**config.mk**
```make
export PLATFORM = sky130hd
export DESIGN_NAME = evc_bank
export DESIGN_NICKNAME = d
export VERILOG_FILES = /design/src/rtl/evc_pkg.sv /design/src/rtl/evc_cfg_reg.sv /design/src/rtl/evc_counter.sv /design/src/rtl/evc_bank.sv
export SDC_FILE = /design/constraint.sdc
export NUM_CORES = 1
export LEC_CHECK = 0
export ABC_CLOCK_PERIOD_IN_PS = 2800
export BUFFER_PORTS_ARGS = -buffer_cell sky130_fd_sc_hd__buf_4
export CAP_MARGIN = 10
export CORE_ASPECT_RATIO = 0.8
export CORE_UTILIZATION = 35
export DETAILED_ROUTE_END_ITERATION = 16
export GPL_TIMING_DRIVEN = 0
export PLACE_DENSITY = 0.61
export SLEW_MARGIN = 20
export SYNTH_ARGS = -nofsm -noshare
export SYNTH_HDL_FRONTEND = slang
export SYNTH_SLANG_ARGS = --single-unit
```
**constraint.sdc**
```tcl
create_clock -name clk -period 2.8 [get_ports clk]
set_input_delay 0.84 -clock clk [delete_from_list [all_inputs] [get_ports clk]]
set_output_delay 0.84 -clock clk [all_outputs]
set_load 0.01 [all_outputs]
```
**src/rtl/evc_pkg.sv**
```systemverilog
// Package for the event counter bank.
// Holds the control-word bit positions and the source codes shared by RTL and checker.
package evc_pkg;
    localparam int EVC_RUN_BIT     = 33;
    localparam int EVC_CLR_BIT     = 34;
    localparam int EVC_SRC_NONE    = 0;
    localparam int EVC_SRC_CYCLE   = 1;
    localparam int EVC_SRC_EV_BASE = 2;
endpackage

```
**src/rtl/evc_cfg_reg.sv**
```systemverilog
// Control word register.
// Stores the per-counter source fields and the run bit.
// Turns the clear bit of a write into a one-cycle pulse and does not store it.
// Assumes NUM_CTR*SRC_W stays below the run bit position.
module evc_cfg_reg
    import evc_pkg::*;
#(
    parameter int NUM_CTR = 4,
    parameter int SRC_W   = 4,
    parameter int DATA_W  = 64,
    localparam int FLD_W  = NUM_CTR * SRC_W
) (
    input  logic              clk,
    input  logic              rst_n,
    input  logic              wr_en,
    input  logic [DATA_W-1:0] wdata,
    output logic [FLD_W-1:0]  src_flat,
    output logic              run,
    output logic              clr_pulse,
    output logic [DATA_W-1:0] cfg_view
);
    logic [FLD_W-1:0] fld_q;
    logic             run_q;

    // Capture the source fields and the run bit on a control write.
    always_ff @(posedge clk) begin
        if (!rst_n) begin
            fld_q <= '0;
            run_q <= 1'b0;
        end else if (wr_en) begin
            fld_q <= wdata[FLD_W-1:0];
            run_q <= wdata[EVC_RUN_BIT];
        end
    end

    // Clear acts in the write cycle only.
    assign clr_pulse = wr_en & wdata[EVC_CLR_BIT];
    assign src_flat  = fld_q;
    assign run       = run_q;

    // Readback image: stored bits only.
    always_comb begin
        cfg_view              = '0;
        cfg_view[FLD_W-1:0]   = fld_q;
        cfg_view[EVC_RUN_BIT] = run_q;
    end
endmodule

```
**src/rtl/evc_counter.sv**
```systemverilog
// One counter slice.
// Picks its increment from the source code, adds one and wraps.
// Holds a sticky overflow flag.
// Priority: clear, then load, then count.
module evc_counter
    import evc_pkg::*;
#(
    parameter int CTR_W  = 40,
    parameter int SRC_W  = 4,
    parameter int NUM_EV = 4
) (
    input  logic              clk,
    input  logic              rst_n,
    input  logic              clr_all,
    input  logic              load,
    input  logic [CTR_W-1:0]  load_val,
    input  logic              run,
    input  logic [SRC_W-1:0]  src,
    input  logic [NUM_EV-1:0] ev,
    output logic [CTR_W-1:0]  cnt,
    output logic              ovf
);
    logic             hit;
    logic [CTR_W:0]   sum;
    logic [CTR_W-1:0] cnt_q;
    logic             ovf_q;

    // Decode the source code into an increment request for this cycle.
    always_comb begin
        hit = (src == SRC_W'(EVC_SRC_CYCLE));
        for (int i = 0; i < NUM_EV; i++) begin
            if (src == SRC_W'(EVC_SRC_EV_BASE + i)) hit = ev[i];
        end
    end

    assign sum = {1'b0, cnt_q} + {{CTR_W{1'b0}}, 1'b1};

    // Update the count and the sticky flag.
    always_ff @(posedge clk) begin
        if (!rst_n || clr_all) begin
            cnt_q <= '0;
            ovf_q <= 1'b0;
        end else if (load) begin
            cnt_q <= load_val;
        end else if (run && hit) begin
            cnt_q <= sum[CTR_W-1:0];
            if (sum[CTR_W]) ovf_q <= 1'b1;
        end
    end

    assign cnt = cnt_q;
    assign ovf = ovf_q;
endmodule

```
**src/rtl/evc_bank.sv**
```systemverilog
// Event counter bank, top level.
// Decodes register requests, instantiates the counters, muxes readback
// and registers a one-cycle response.
// Address 0 is the control word; addresses 1..NUM_CTR are the counters.
module evc_bank
    import evc_pkg::*;
#(
    parameter int NUM_CTR = 4,
    parameter int CTR_W   = 40,
    parameter int DATA_W  = 64,
    parameter int NUM_EV  = 4,
    parameter int SRC_W   = 4,
    localparam int ADDR_W = $clog2(NUM_CTR + 1),
    localparam int FLD_W  = NUM_CTR * SRC_W
) (
    input  logic              clk,
    input  logic              rst_n,
    input  logic              req_valid,
    input  logic              req_write,
    input  logic [ADDR_W-1:0] req_addr,
    input  logic [DATA_W-1:0] req_wdata,
    input  logic [NUM_EV-1:0] ev_pulse,
    output logic              rsp_valid,
    output logic [DATA_W-1:0] rsp_rdata,
    output logic              irq
);
    logic              cfg_wr;
    logic [FLD_W-1:0]  src_flat;
    logic              run;
    logic              clr_pulse;
    logic [DATA_W-1:0] cfg_view;
    logic [CTR_W-1:0]  cnt_w [NUM_CTR];
    logic [NUM_CTR-1:0] ovf_w;
    logic [DATA_W-1:0] rd_val;
    logic              rsp_v_q;
    logic [DATA_W-1:0] rsp_d_q;

    assign cfg_wr = req_valid & req_write & (req_addr == '0);

    evc_cfg_reg #(.NUM_CTR(NUM_CTR), .SRC_W(SRC_W), .DATA_W(DATA_W)) cfg_i (
        .clk       (clk),
        .rst_n     (rst_n),
        .wr_en     (cfg_wr),
        .wdata     (req_wdata),
        .src_flat  (src_flat),
        .run       (run),
        .clr_pulse (clr_pulse),
        .cfg_view  (cfg_view)
    );

    for (genvar k = 0; k < NUM_CTR; k++) begin : g_ctr
        logic ld;
        assign ld = req_valid & req_write & (req_addr == ADDR_W'(k + 1));
        evc_counter #(.CTR_W(CTR_W), .SRC_W(SRC_W), .NUM_EV(NUM_EV)) ctr_i (
            .clk      (clk),
            .rst_n    (rst_n),
            .clr_all  (clr_pulse),
            .load     (ld),
            .load_val (req_wdata[CTR_W-1:0]),
            .run      (run),
            .src      (src_flat[k*SRC_W +: SRC_W]),
            .ev       (ev_pulse),
            .cnt      (cnt_w[k]),
            .ovf      (ovf_w[k])
        );
    end

    // Readback mux; unmapped addresses give zero.
    always_comb begin
        rd_val = '0;
        if (req_addr == '0) rd_val = cfg_view;
        for (int k = 0; k < NUM_CTR; k++) begin
            if (req_addr == ADDR_W'(k + 1)) rd_val = {{(DATA_W-CTR_W){1'b0}}, cnt_w[k]};
        end
    end

    // One-cycle response register.
    always_ff @(posedge clk) begin
        if (!rst_n) begin
            rsp_v_q <= 1'b0;
            rsp_d_q <= '0;
        end else begin
            rsp_v_q <= req_valid;
            rsp_d_q <= (req_valid && !req_write) ? rd_val : '0;
        end
    end

    assign rsp_valid = rsp_v_q;
    assign rsp_rdata = rsp_d_q;
    assign irq       = |ovf_w;
endmodule

```
Yosys cells after proc, flatten, opt, wreduce, memory -nomap -nowiden
Index checks and enable logic that the tools add are counted.

storage, ports and cells
  word-level logic and storage cells = 103
  input port bits = 75
  register bits = 246
  output and inout port bits = 66

operators by class
  muxes and demuxes = 29
  bitwise logic cells = 13
  $add $sub $neg = 4
  equal/unequal tests = 24
  reduce and logical (&&, ||, !) cells = 20

operators by type and width
  operator               count
  $mux 40                12
  $add 40x1->41 const B  4
  $mux 34                1
  $eq 4x2->1 const B     8
  $eq 4x3->1 const B     8
  $eq 4x1->1 const B     4
  $mux 1                 16
  $reduce_and 3->1       4
  $reduce_bool 2->1      4
  $and 1x1->1            7
  $eq 3x2->1 const B     2
  $not 1->1              6
  $reduce_or 6->1        1
  $logic_and 1x1->1      5
  $reduce_or 4->1        1
  $eq 3x1->1 const B     1
  $eq 3x3->1 const B     1
  $logic_not 3->1        1
  $logic_not 1->1        2
  $reduce_and 2->1       1
  $logic_or 1x1->1       1

Longest topological paths before layout
Gate-level depths: netlist of the first run.

  word-level depth = 8
  gate-level depth with buffers = 9
  mapped depth without buffers = 7

Cells and area by module
From an unflattened synthesis of the first run, not the netlist that was laid out.

unflattened totals
  cell total of the unflattened synthesis = 1532
  area total of the unflattened synthesis = 12873.6 um^2

by module, submodules not included
  module       cells an instance  sequential area each (um^2)  area an instance (um^2)  times used
  evc_counter  259                820.8                        2148.3                   4
  evc_bank     376                1301.2                       3136.8                   1
  evc_cfg_reg  120                340.3                        1143.6                   1

Least setup slack after synthesis of the first run
No wires, ideal clock.

  path kind = input-to-reg
  start point = input port req_addr[2]
  end point = register g_ctr[1].ctr_i.cnt_q[0]
  library setup time = 133 ps
  path buffers = 3
  stages on the path = 8
  path slack = 271 ps
  arrival time = 2397 ps
  data required time = 2667 ps
  path through = clkbuf_1 > nor4_2 > nand2_1 > and2_0 > clkbuf_1 > clkbuf_1 > o21ai_0 > a21oi_1

between the ends
  longest elaborated chain between the ends = 4
  elaborated cells between the ends (all ways) = 8
  classes of those cells = eq/ne: 1; mux: 1; bitwise: 3; reduce/logical: 3

RTL lines
  item                  line               source
  start, declared       evc_bank.sv:20     input logic [ADDR_W-1:0] req_addr,
  $logic_not 3->1       evc_bank.sv:38     assign cfg_wr = req_valid & req_write & (req_addr == '0);
  $and 1x1->1           evc_bank.sv:38
  $and 1x1->1           evc_cfg_reg.sv:37  assign clr_pulse = wr_en & wdata[EVC_CLR_BIT];
  $logic_or 1x1->1      evc_counter.sv:40  if (!rst_n || clr_all) begin
  end signal, assigned  evc_counter.sv:44  cnt_q <= load_val;
  end signal, assigned  evc_counter.sv:46  cnt_q <= sum[CTR_W-1:0];
  end, declared         evc_counter.sv:25  logic [CTR_W-1:0] cnt_q;

Several ways; a longest one is shown, not always the timed one.
A chain may end at the register's enable or synchronous reset.

Worst setup path in the final report of the first run
  start point = register cfg_i.run_q (netlist: cfg_i.run)
  end point = register g_ctr[3].ctr_i.cnt_q[27]

between the ends
  longest elaborated chain between the ends = 2

RTL lines
  item                         line               source
  start, declared              evc_cfg_reg.sv:23  logic run_q;
  start signal, assigned       evc_cfg_reg.sv:32  run_q <= wdata[EVC_RUN_BIT];
  $logic_and 1x1->1            evc_counter.sv:45  end else if (run && hit) begin
  $reduce_bool 2->1 (no line)  n/a
  end signal, assigned         evc_counter.sv:44
  end signal, assigned         evc_counter.sv:46
  end, declared                evc_counter.sv:25

Every way passes these cells.

==> results of run 1 <==
final timing paths:
path / end / cells after the start / slack, ns
worst max-delay path: g_ctr[3].ctr_i.cnt[27] / 7 / 0.26
worst min-delay path: cfg_i.src_flat[7] / 2 / 0.48
worst max register to register: g_ctr[3].ctr_i.cnt[27] / 7 / 0.26
worst min register to register: cfg_i.src_flat[7] / 2 / 0.48
cells by family after synthesis:
group,after synthesis,share of synthesized area [%]
AO/OA/AOI/OAI,422,19.1
XOR/XNOR,154,11.4
adder cells (fa/ha/maj),4,0.422
buffers and inverters,147,5.51
flip-flops,222,37.4
multiplexers,46,5.60
other,1,0.0316
AND/OR/NAND/NOR,485,20.5
cell usage after synthesis, drive strengths merged:
master | number | area (µm²)
nor2 | 118 | 443
nor3b | 4 | 30.0
and4 | 12 | 105
mux2 | 23 | 259
and4b | 1 | 10.0
and2 | 9 | 56.3
clkbuf | 88 | 330
a211o | 1 | 8.76
a21boi | 17 | 128
nand2 | 102 | 383
inv | 25 | 93.8
a2111oi | 1 | 8.76
nand4 | 47 | 300
o21ai | 165 | 826
a22oi | 23 | 173
a21oi | 196 | 985
nand2b | 6 | 37.5
xnor2 | 100 | 876
buf | 34 | 230
mux4 | 14 | 315
conb | 1 | 3.75
o21bai | 2 | 15.0
nor2b | 27 | 169
nor4 | 31 | 221
a211oi | 9 | 67.6
ha | 4 | 50.1
nor3 | 44 | 225
or4 | 1 | 7.51
and3 | 16 | 100
o211ai | 3 | 22.5
or2 | 4 | 25.0
and3b | 1 | 8.76
o31ai | 1 | 7.51
xor2 | 54 | 473
or3 | 4 | 25.0
a31oi | 1 | 6.26
nand3 | 58 | 290
o21a | 2 | 15.0
mux2i | 9 | 90.1
a41oi | 1 | 8.76
dfxtp | 222 | 4440
placed cells by master (no fill, tap or decap), drive strengths merged, types with 3 or more instances in the layout:
cell / Yosys / final
a211oi: 9 / 9
a21boi: 17 / 17
a21oi: 196 / 196
a22oi: 23 / 23
and2: 9 / 9
and3: 16 / 16
and4: 12 / 12
buf: 34 / 126
clkbuf: 88 / 121
clkinv: 0 / 6
conb: 1 / 24
dfxtp: 222 / 222
ha: 4 / 4
inv: 25 / 26
mux2: 23 / 23
mux2i: 9 / 9
mux4: 14 / 14
nand2: 102 / 102
nand2b: 6 / 6
nand3: 58 / 58
nand4: 47 / 47
nor2: 118 / 118
nor2b: 27 / 27
nor3: 44 / 44
nor3b: 4 / 4
nor4: 31 / 31
o211ai: 3 / 3
o21ai: 165 / 165
or2: 4 / 4
or3: 4 / 4
xnor2: 100 / 100
xor2: 54 / 54
per-layer routing:
layer,vias to the layer above,share of wire [%]
met3,67,10
li1,5472,-
met1,5349,46
met2,525,41
met4,0,2.9
met5,-,0
stage by stage:
stage / cells / TNS (ns) / hold WS, ns / instance area [µm²]
final: 2066 / 0 / 0.483 / 14000
after global routing: 2066 / 0 / 0.510 / 14000
after CTS: 2065 / 0 / 0.474 / 14000
after detailed placement: 2020 / -105.67 / 0.468 / 13200
after global placement: 2020 / -100.62 / 0.443 / 13200
after floorplan: 1504 / 0 / 0.428 / 12000
timing repair:
| action | CTS | global route |
|---|---|---|
| resized for setup | 3 | 5 |
| pin swaps | 0 | 2 |
| buffers inserted | 0 | 2 |
| endpoints found under the setup margin | 120 | 21 |
worst min-delay path: cells and delay by family (launching register included):
kind,cells,cell delay (ns)
flip-flops,1,0.32
AO/OA/AOI/OAI,1,0.06
AND/OR/NAND/NOR,1,0.05
cell type report:
type / instances / area, µm²
timing repair buffer: 91 / 683
tap: 427 / 534
buffer: 121 / 561
clock inverter: 10 / 106
clock buffer: 35 / 713
multi-input combinational: 1135 / 6870
sequential: 222 / 4440
fill: 3354 / 18900
inverter: 25 / 93.8
flip-flops by register name (all words and copies together), names as in the netlist:
signal,flops
rsp_valid,1
rsp_rdata,40
cfg_i.src_flat,16
cfg_i.run,1
g_ctr.ctr_i.ovf,4
g_ctr.ctr_i.cnt,160
power by group:
part | switching (µW) | leakage [µW] | total [µW] | internal [µW]
clock network | 1370 | 0.000406 | 3330 | 1960
logic | 349 | 0.00231 | 549 | 200
registers | 73.2 | 0.00179 | 3290 | 3210
total | 1790 | 0.00452 | 7160 | 5370
==> impl_metrics.csv, run 1 <==
group,metric,value,unit
worst_setup_path,slowest_stage,"dfxtp_1",
cts,path_clk_slew,0.06,ns
drt,dr.first_iter.drc_count,1072,
global_route,grt_use_met2,33.3,%
power,power_leakage,0.00452,µW
worst_setup_path,endpoint_kind,"flop",
global_route,use_met1,33.6,%
global_route,grt_pass1_vias,10400,
floorplanning,start_util,36.1,%
global_route,grt_pass1_wl,61600,µm
power,powerDensity,511,mW/mm²
floorplanning,die_height,167,µm
timing,worst_pin_slew,0.979,ns
drt,wl_per_cell,19.5,µm
cts,clock-sinks,222,
timing,finalWorstSetupSlack,0.262,ns
global_route,grt_max_degree,14,
floorplanning,die_area,0.0347,mm²
hold_path,hp-start,"cfg_i.src_flat[7]",
floorplanning,num_rows,59,
place,dpl_worst_slack,-0.878,ns
drt,ant_nets,0,
timing,slew_headroom,34.1,%
worst_setup_path,crit_required,3.19,ns
place,numPortBuffers,89,
synth,ys_seq_area_share,37.4,%
worst_setup_path,timing_worst_setup_path_type,"flop to flop",
synth,netlist_area,0.0119,mm²
outcome,outcome,"finished clean",
timing,rsz0062_at_grt,"false",
synth,synth_seq_cells,222,
power,irDropWorstVdd,0.390,mV
cts,clock_latency,0.53,ns
timing,layout_worst_path_cycle_share,90.7,%
final_layout,final_nets,1700,
power,p_total,7160,µW
drt,viasPerCell,5.52,
timing,slew_violations,0,
final_layout,syn_to_final_growth,18.0,%
final_layout,fin_util,42.5,%
timing,layout_min_cycle_time,2.54,ns
drt,vias,11400,
cts,numCtsBuffers,25,
synth,yosys.cell_types.count,51,
floorplanning,die_w,208,µm
worst_setup_path,critPathMaxFanout,10,
final_layout,n_antenna_cell,0,
worst_setup_path,crit_chain,"nand2b_1, nor4_1, nand4_1, clkbuf_1, nor3_1, xnor2_1, a21oi_1",
place,gp_congestion,0.928,
final_layout,layout-drive-gt1-share,12.8,%
place,dp_hpwl,31500,µm
synth,yosysWarnings,0,
timing,max_freq,394,MHz
cts,cts.hold.buffers_added,0,
timing,setup_violations,0,
synth,syn_avg_cell_area,8.02,µm²
global_route,top_usage_layer,"met1",
global_route,antenna_found_initial,0,
floorplanning,ioPinCount,141,
worst_setup_path,reg2reg_from,"cfg_i.run",
worst_setup_path,critPathArrivalTime,2.93,ns
drt,drc,0,
floorplanning,design.core.area,0.0329,mm²
worst_setup_path,crit_buf_inv,1,
cts,clock_path_buffers,3,
cts,cts_tree,"done",
drt,postRouteWirelength,40400,µm
flow_run,drv_cap,0,
global_route,grt_overflow,0,
hold_path,min_path_type,"flop to flop",
global_route,grt_util_met3,4.39,%
drt,drt-pass1-iter-count,8,
synth,syn_inst,1481,
global_route,grtUsageTotal,22.8,%
worst_setup_path,crit_family,"simple AND/OR/NAND/NOR gates",
worst_setup_path,slowest_delay,0.50,ns
timing,hold_viol_final,0,
cts,cts_root_buf,"clkbuf_16",
worst_setup_path,critPathLaunchType,"flop",
timing,finClkSkew,0.0140,ns
cts,htreeDepth,1,
worst_setup_path,crit_path_start,"cfg_i.run",
(Power assumes the default switching activity.)
==> run 2: changes to the inputs <==
PLACE_DENSITY = 0.59   (was 0.61)
REMOVE_ABC_BUFFERS = 1   (was default)
==> run 2 against run 1 <==
  * Worst setup slack worse by 0.19 ns
  * Clock-buffer cell count is 2 higher
  * Flip-flop and latch count stayed put
  * Sequential share of layout area is 0.46 points higher
  * Power is 1.2% lower
  * First-iteration DRC count is 8.6% lower
  * Critical path depth is 1 lower
  * Non-clock buffer count is 102 lower
  * Utilization is 0.60 points lower
  * Die area stayed put
  * Wire length is 7.7% lower
  * Largest power group unchanged
==> impl_metrics.csv, run 2 (same netlist as run 1, synthesis figures left out) <==
group,metric,value,unit
outcome,outcome,"finished clean",
worst_setup_path,endpoint_kind,"flop",
worst_setup_path,crit_required,3.20,ns
drt,dr.first_iter.drc_count,980,
worst_setup_path,crit_buf_inv,0,
worst_setup_path,reg2reg_slack,0.08,ns
worst_setup_path,crit_top_cell,"nand4_1",
worst_setup_path,crit_path_start,"g_ctr[1].ctr_i.cnt[5]",
power,intPower,5350,µW
drt,drc,0,
final_layout,final_nets,1599,
hold_path,hold_depth,2,
worst_setup_path,crit_chain,"nand4_1, nor4_4, nand4_1, nor2_1, xnor2_1, a21oi_1",
place,place_area,0.0129,mm²
cts,clock_path_buffers,3,
drt,viasPerCell,5.56,
timing,max_freq,367,MHz
place,numPortBuffers,92,
power,p_comb_share,6.8,%
power,switchingPower,1720,µW
hold_path,min_path_type,"flop to flop",
worst_setup_path,slowest_stage,"nor4_4",
power,pwr-share-clk,46.8,%
final_layout,final_common_cell,"dfxtp_1",
power,powerDensity,513,mW/mm²
global_route,antenna_found_initial,1,
worst_setup_path,critPathLaunchType,"flop",
power,p_sw_share,24.4,%
final_layout,n_antenna_cell,0,
final_layout,largest_reg_flops,160,
hold_path,hp-start,"g_ctr[3].ctr_i.ovf",
floorplanning,start_util,36.1,%
worst_setup_path,slowest_delay,0.69,ns
global_route,grt_overflow,0,
flow_run,drv_cap,0,
final_layout,layout_common_cells,"dfxtp_1 (222), a21oi_1 (195), o21ai_0 (164), nor2_1 (118)",
drt,vias,10900,
timing,layout_worst_path_cycle_share,97.3,%
cts,cts_tree,"done",
worst_setup_path,critPathArrivalTime,3.13,ns
global_route,grt_pass1_wl,58100,µm
place,gp_congestion,0.866,
global_route,grt_pass1_vias,10200,
timing,hold_ws,0.468,ns
timing,finClkSkew,0.00675,ns
cts,htreeDepth,1,
cts,cts.hold.buffers_added,0,
final_layout,layout-drive-gt1-share,13.4,%
final_layout,syn_to_final_growth,16.3,%
power,irDropWorstVdd,0.309,mV
timing,worst_pin_slew,0.940,ns
worst_setup_path,worstRegToRegCells,6,
timing,rsz0062_at_grt,"false",
cts,clock_latency,0.53,ns
global_route,grt_max_degree,73,
power,power_leakage,0.00445,µW
worst_setup_path,timing_worst_setup_path_type,"flop to flop",
place,dpl.cell_count,1914,
global_route,grtUsageTotal,21.0,%
cts,cts_root_buf,"clkbuf_16",
timing,slew_violations,0,
floorplanning,num_rows,59,
drt,wl_per_cell,19.0,µm
worst_setup_path,r2r-end,"g_ctr[1].ctr_i.cnt[30]",
floorplanning,die_w,208,µm
final_layout,stdcell_count,1964,
floorplanning,ioPinCount,141,
drt,drt-pass1-iter-count,5,
worst_setup_path,reg2reg_from,"g_ctr[1].ctr_i.cnt[5]",
worst_setup_path,crit_family,"simple AND/OR/NAND/NOR gates",
timing,slew_headroom,37.3,%
power,seq_power_share,46.4,%
timing,layout_min_cycle_time,2.72,ns
hold_path,min_to,"g_ctr[3].ctr_i.ovf",
drt,ant_nets,0,
floorplanning,die_height,167,µm
place,dp_hpwl,25700,µm
timing,hold_viol_final,0,
final_layout,finish.instance_area,0.0138,mm²
floorplanning,die_area,0.0347,mm²
cts,numCtsBuffers,25,
power,p_total,7080,µW
floorplanning,design.core.area,0.0329,mm²
cts,clock-sinks,222,
cts,path_clk_slew,0.06,ns
drt,postRouteWirelength,37300,µm
worst_setup_path,critPathMaxFanout,8,
timing,setup_violations,0,
-- run 2: worst max path at each step --
stage                                  end  slack, ns  cells past startpoint
finish              g_ctr[1].ctr_i.cnt[30]       0.08                      6
global route         g_ctr[3].ctr_i.cnt[7]       0.01                      9
detailed placement  g_ctr[1].ctr_i.cnt[16]      -0.54                      7
floorplan           g_ctr[3].ctr_i.cnt[37]      -1.77                      6
CTS                 g_ctr[1].ctr_i.cnt[30]       0.02                      6
global placement     g_ctr[3].ctr_i.cnt[7]      -6.45                      6
-- run 2: worst min-delay path, delay by kind of cell (launching register included) --
| kind | cells | cell delay [ns] |
|---|---|---|
| DFF | 1 | 0.32 |
| and+or+nand+nor | 1 | 0.07 |
| AOI/OAI and AO/OA | 1 | 0.04 |
-- run 2: area by class of cell --
class | count | area, µm²
Fill cell | 3359 | 19100
Sequential cell | 222 | 4440
Multi-Input combinational cell | 1136 | 6970
Timing Repair Buffer | 110 | 961
Inverter | 25 | 93.8
Clock inverter | 7 | 87.6
Clock buffer | 37 | 721
Tap cell | 427 | 534
-- run 2: metrics by stage --
step	setup WS (ns)	util, %	setup TNS, ns
after global routing	0.0103	41.9	0
after global placement	-6.45	38.3	-927.12
after CTS	0.0171	41.8	0
after detailed placement	-0.538	39.3	-48.49
after floorplan	-1.77	-	-260.54
final	0.0757	41.9	0
-- run 2: layer usage --
metal	up-vias	wire (µm)	track usage (%)
met1	5227	18000	31.0
met3	61	2360	2.96
met5	-	17	0
li1	5278	-	-
met2	353	16100	31.9
met4	2	750	5.09
-- run 2: power by group through the flow --
stage               logic [µW]  clock network [µW]  registers [µW]
floorplan                  245                   0            3330
global placement           474                   0            3350
global route               531                3490            3290
finish                     484                3310            3280
detailed placement         479                   0            3350
CTS                        482                3360            3280
-- run 2: timing repair --
action                                  CTS  global route
endpoints found under the setup margin    2            46
pin swaps                                 1             2
resized for setup                         0             3
endpoints found under the hold margin     0             0
buffers inserted                          3             2
gates cloned                              0             1
==> run 3: changes to the inputs <==
PLACE_DENSITY = 0.57   (was 0.59)
==> run 3 against run 2 <==
  * Global-route usage increased by 0.37 points
  * Wire length grew 1.2%
  * Combinational power barely moved
  * Hold slack worse by 0.0042 ns
  * Via count fell by 0.27%
  * Utilization rose by 0.36 points
  * Register-to-register slack gained 0.11 ns
  * Largest power group unchanged
==> impl_metrics.csv, run 3 (same netlist as run 1, synthesis figures left out) <==
group,metric,value,unit
outcome,outcome,"finished clean",
cts,cts.hold.buffers_added,0,
cts,clock_latency,0.54,ns
worst_setup_path,critPathLaunchType,"flop",
timing,max_freq,382,MHz
power,irDropWorstVdd,0.297,mV
final_layout,stdcell_count,1970,
timing,rsz0062_at_grt,"false",
drt,ant_nets,0,
power,p_comb_share,6.6,%
final_layout,final_nets,1603,
final_layout,layout_common_cells,"dfxtp_1 (222), a21oi_1 (195), o21ai_0 (164), nor2_1 (118)",
timing,layout_worst_path_cycle_share,93.5,%
floorplanning,die_area,0.0347,mm²
floorplanning,num_rows,59,
floorplanning,die_w,208,µm
worst_setup_path,reg2reg_from,"g_ctr[0].ctr_i.cnt[20]",
final_layout,n_antenna_cell,0,
final_layout,final_common_cell,"dfxtp_1",
timing,hold_ws,0.463,ns
worst_setup_path,slowest_stage,"nor4_1",
worst_setup_path,crit_chain,"and4_1, nand3_1, nor4_1, nand3_1, xor2_1, a21oi_1",
power,p_sw_share,23.8,%
hold_path,hold_depth,1,
worst_setup_path,critPathMaxFanout,6,
place,dpl.cell_count,1914,
cts,cts_tree,"done",
timing,slew_violations,0,
floorplanning,ioPinCount,141,
timing,finClkSkew,0.0240,ns
cts,clock-sinks,222,
hold_path,min_path_type,"flop to flop",
hold_path,hp-start,"g_ctr[0].ctr_i.ovf",
worst_setup_path,slowest_delay,0.94,ns
worst_setup_path,endpoint_kind,"flop",
final_layout,layout-drive-gt1-share,13.8,%
power,intPower,5580,µW
timing,hold_viol_final,0,
power,pwr-share-clk,48.5,%
timing,slew_headroom,22.4,%
final_layout,fin_util,42.3,%
worst_setup_path,reg2reg_slack,0.18,ns
drt,wl_per_cell,19.1,µm
drt,viasPerCell,5.53,
floorplanning,die_height,167,µm
power,seq_power_share,44.9,%
flow_run,drv_cap,0,
global_route,grt_pass1_wl,58900,µm
drt,drc,0,
cts,path_clk_slew,0.06,ns
worst_setup_path,worstRegToRegCells,6,
global_route,grt_overflow,0,
cts,clock_path_buffers,3,
final_layout,syn_to_final_growth,17.3,%
place,dp_hpwl,26000,µm
drt,drt-pass1-iter-count,5,
timing,layout_min_cycle_time,2.62,ns
worst_setup_path,crit_top_cell,"nand3_1",
drt,dr.first_iter.drc_count,956,
global_route,grt_pass1_vias,10300,
final_layout,largest_reg_flops,160,
cts,cts_root_buf,"clkbuf_16",
power,power_leakage,0.00451,µW
place,gp_congestion,0.840,
worst_setup_path,timing_worst_setup_path_type,"flop to flop",
timing,fin_setup_tns,0,ns
worst_setup_path,r2r-end,"g_ctr[0].ctr_i.cnt[34]",
cts,numCtsBuffers,26,
global_route,antenna_found_initial,0,
worst_setup_path,crit_family,"simple AND/OR/NAND/NOR gates",
power,switchingPower,1740,µW
timing,worst_pin_slew,1.15,ns
worst_setup_path,crit_buf_inv,0,
floorplanning,design.core.area,0.0329,mm²
final_layout,finish.instance_area,0.0139,mm²
timing,setup_violations,0,
worst_setup_path,crit_required,3.25,ns
drt,vias,10900,
worst_setup_path,critPathArrivalTime,3.07,ns
drt,postRouteWirelength,37700,µm
global_route,grt_max_degree,73,
floorplanning,start_util,36.1,%
power,powerDensity,525,mW/mm²
place,numPortBuffers,92,
hold_path,min_to,"g_ctr[0].ctr_i.ovf",
global_route,grtUsageTotal,21.3,%
cts,htreeDepth,1,
place,place_area,0.0129,mm²
## run 3: area by class of cell
type / instances / area (µm²)
Timing Repair Buffer: 113 / 987
Sequential cell: 222 / 4440
Tap cell: 427 / 534
Clock inverter: 5 / 77.6
Clock buffer: 42 / 822
Fill cell: 3339 / 19000
Inverter: 25 / 93.8
Multi-Input combinational cell: 1136 / 6970
## run 3: layer usage
metal  up-vias  GRT usage (%)  wire (µm)
met5         -              0          0
met4         0           3.93        663
met3        39           3.30       2260
met2       298           33.2      16500
met1      5267           31.2      18300
li1       5287              -          -
## run 3: stage by stage
stage                     total power, µW  setup slack [ns]
after floorplan                      3580             -1.77
after global placement               3820             -6.60
after detailed placement             3830            -0.597
after CTS                            7390            0.0500
after global routing                 7580            0.0374
final                                7310             0.182
## run 3: worst max path at each step
stage                            from                endpoint  cells after the start
2_1_floorplan               req_write  g_ctr[3].ctr_i.cnt[37]                      6
3_3_place_gp              req_addr[1]   g_ctr[3].ctr_i.cnt[7]                      6
3_5_place_dp              req_addr[1]   g_ctr[3].ctr_i.cnt[7]                      7
4_1_cts                     cfg_i.run  g_ctr[2].ctr_i.cnt[39]                      6
5_1_grt        g_ctr[0].ctr_i.cnt[20]  g_ctr[0].ctr_i.cnt[34]                      6
6_report       g_ctr[0].ctr_i.cnt[20]  g_ctr[0].ctr_i.cnt[34]                      6
## run 3: power by group through the flow
stage               Sequential (µW)  Clock, µW  Combinational [µW]
global placement               3350          0                 475
CTS                            3280       3620                 482
detailed placement             3350          0                 479
finish                         3280       3550                 483
global route                   3290       3760                 534
floorplan                      3330          0                 245
## run 3: timing repair
| action | in CTS | in global routing |
|---|---|---|
| pin swaps | 1 | 4 |
| gates resized for setup | 3 | 3 |
| setup endpoints to repair | 8 | 18 |
| setup buffers | 2 | 6 |
| gates cloned | 0 | 1 |
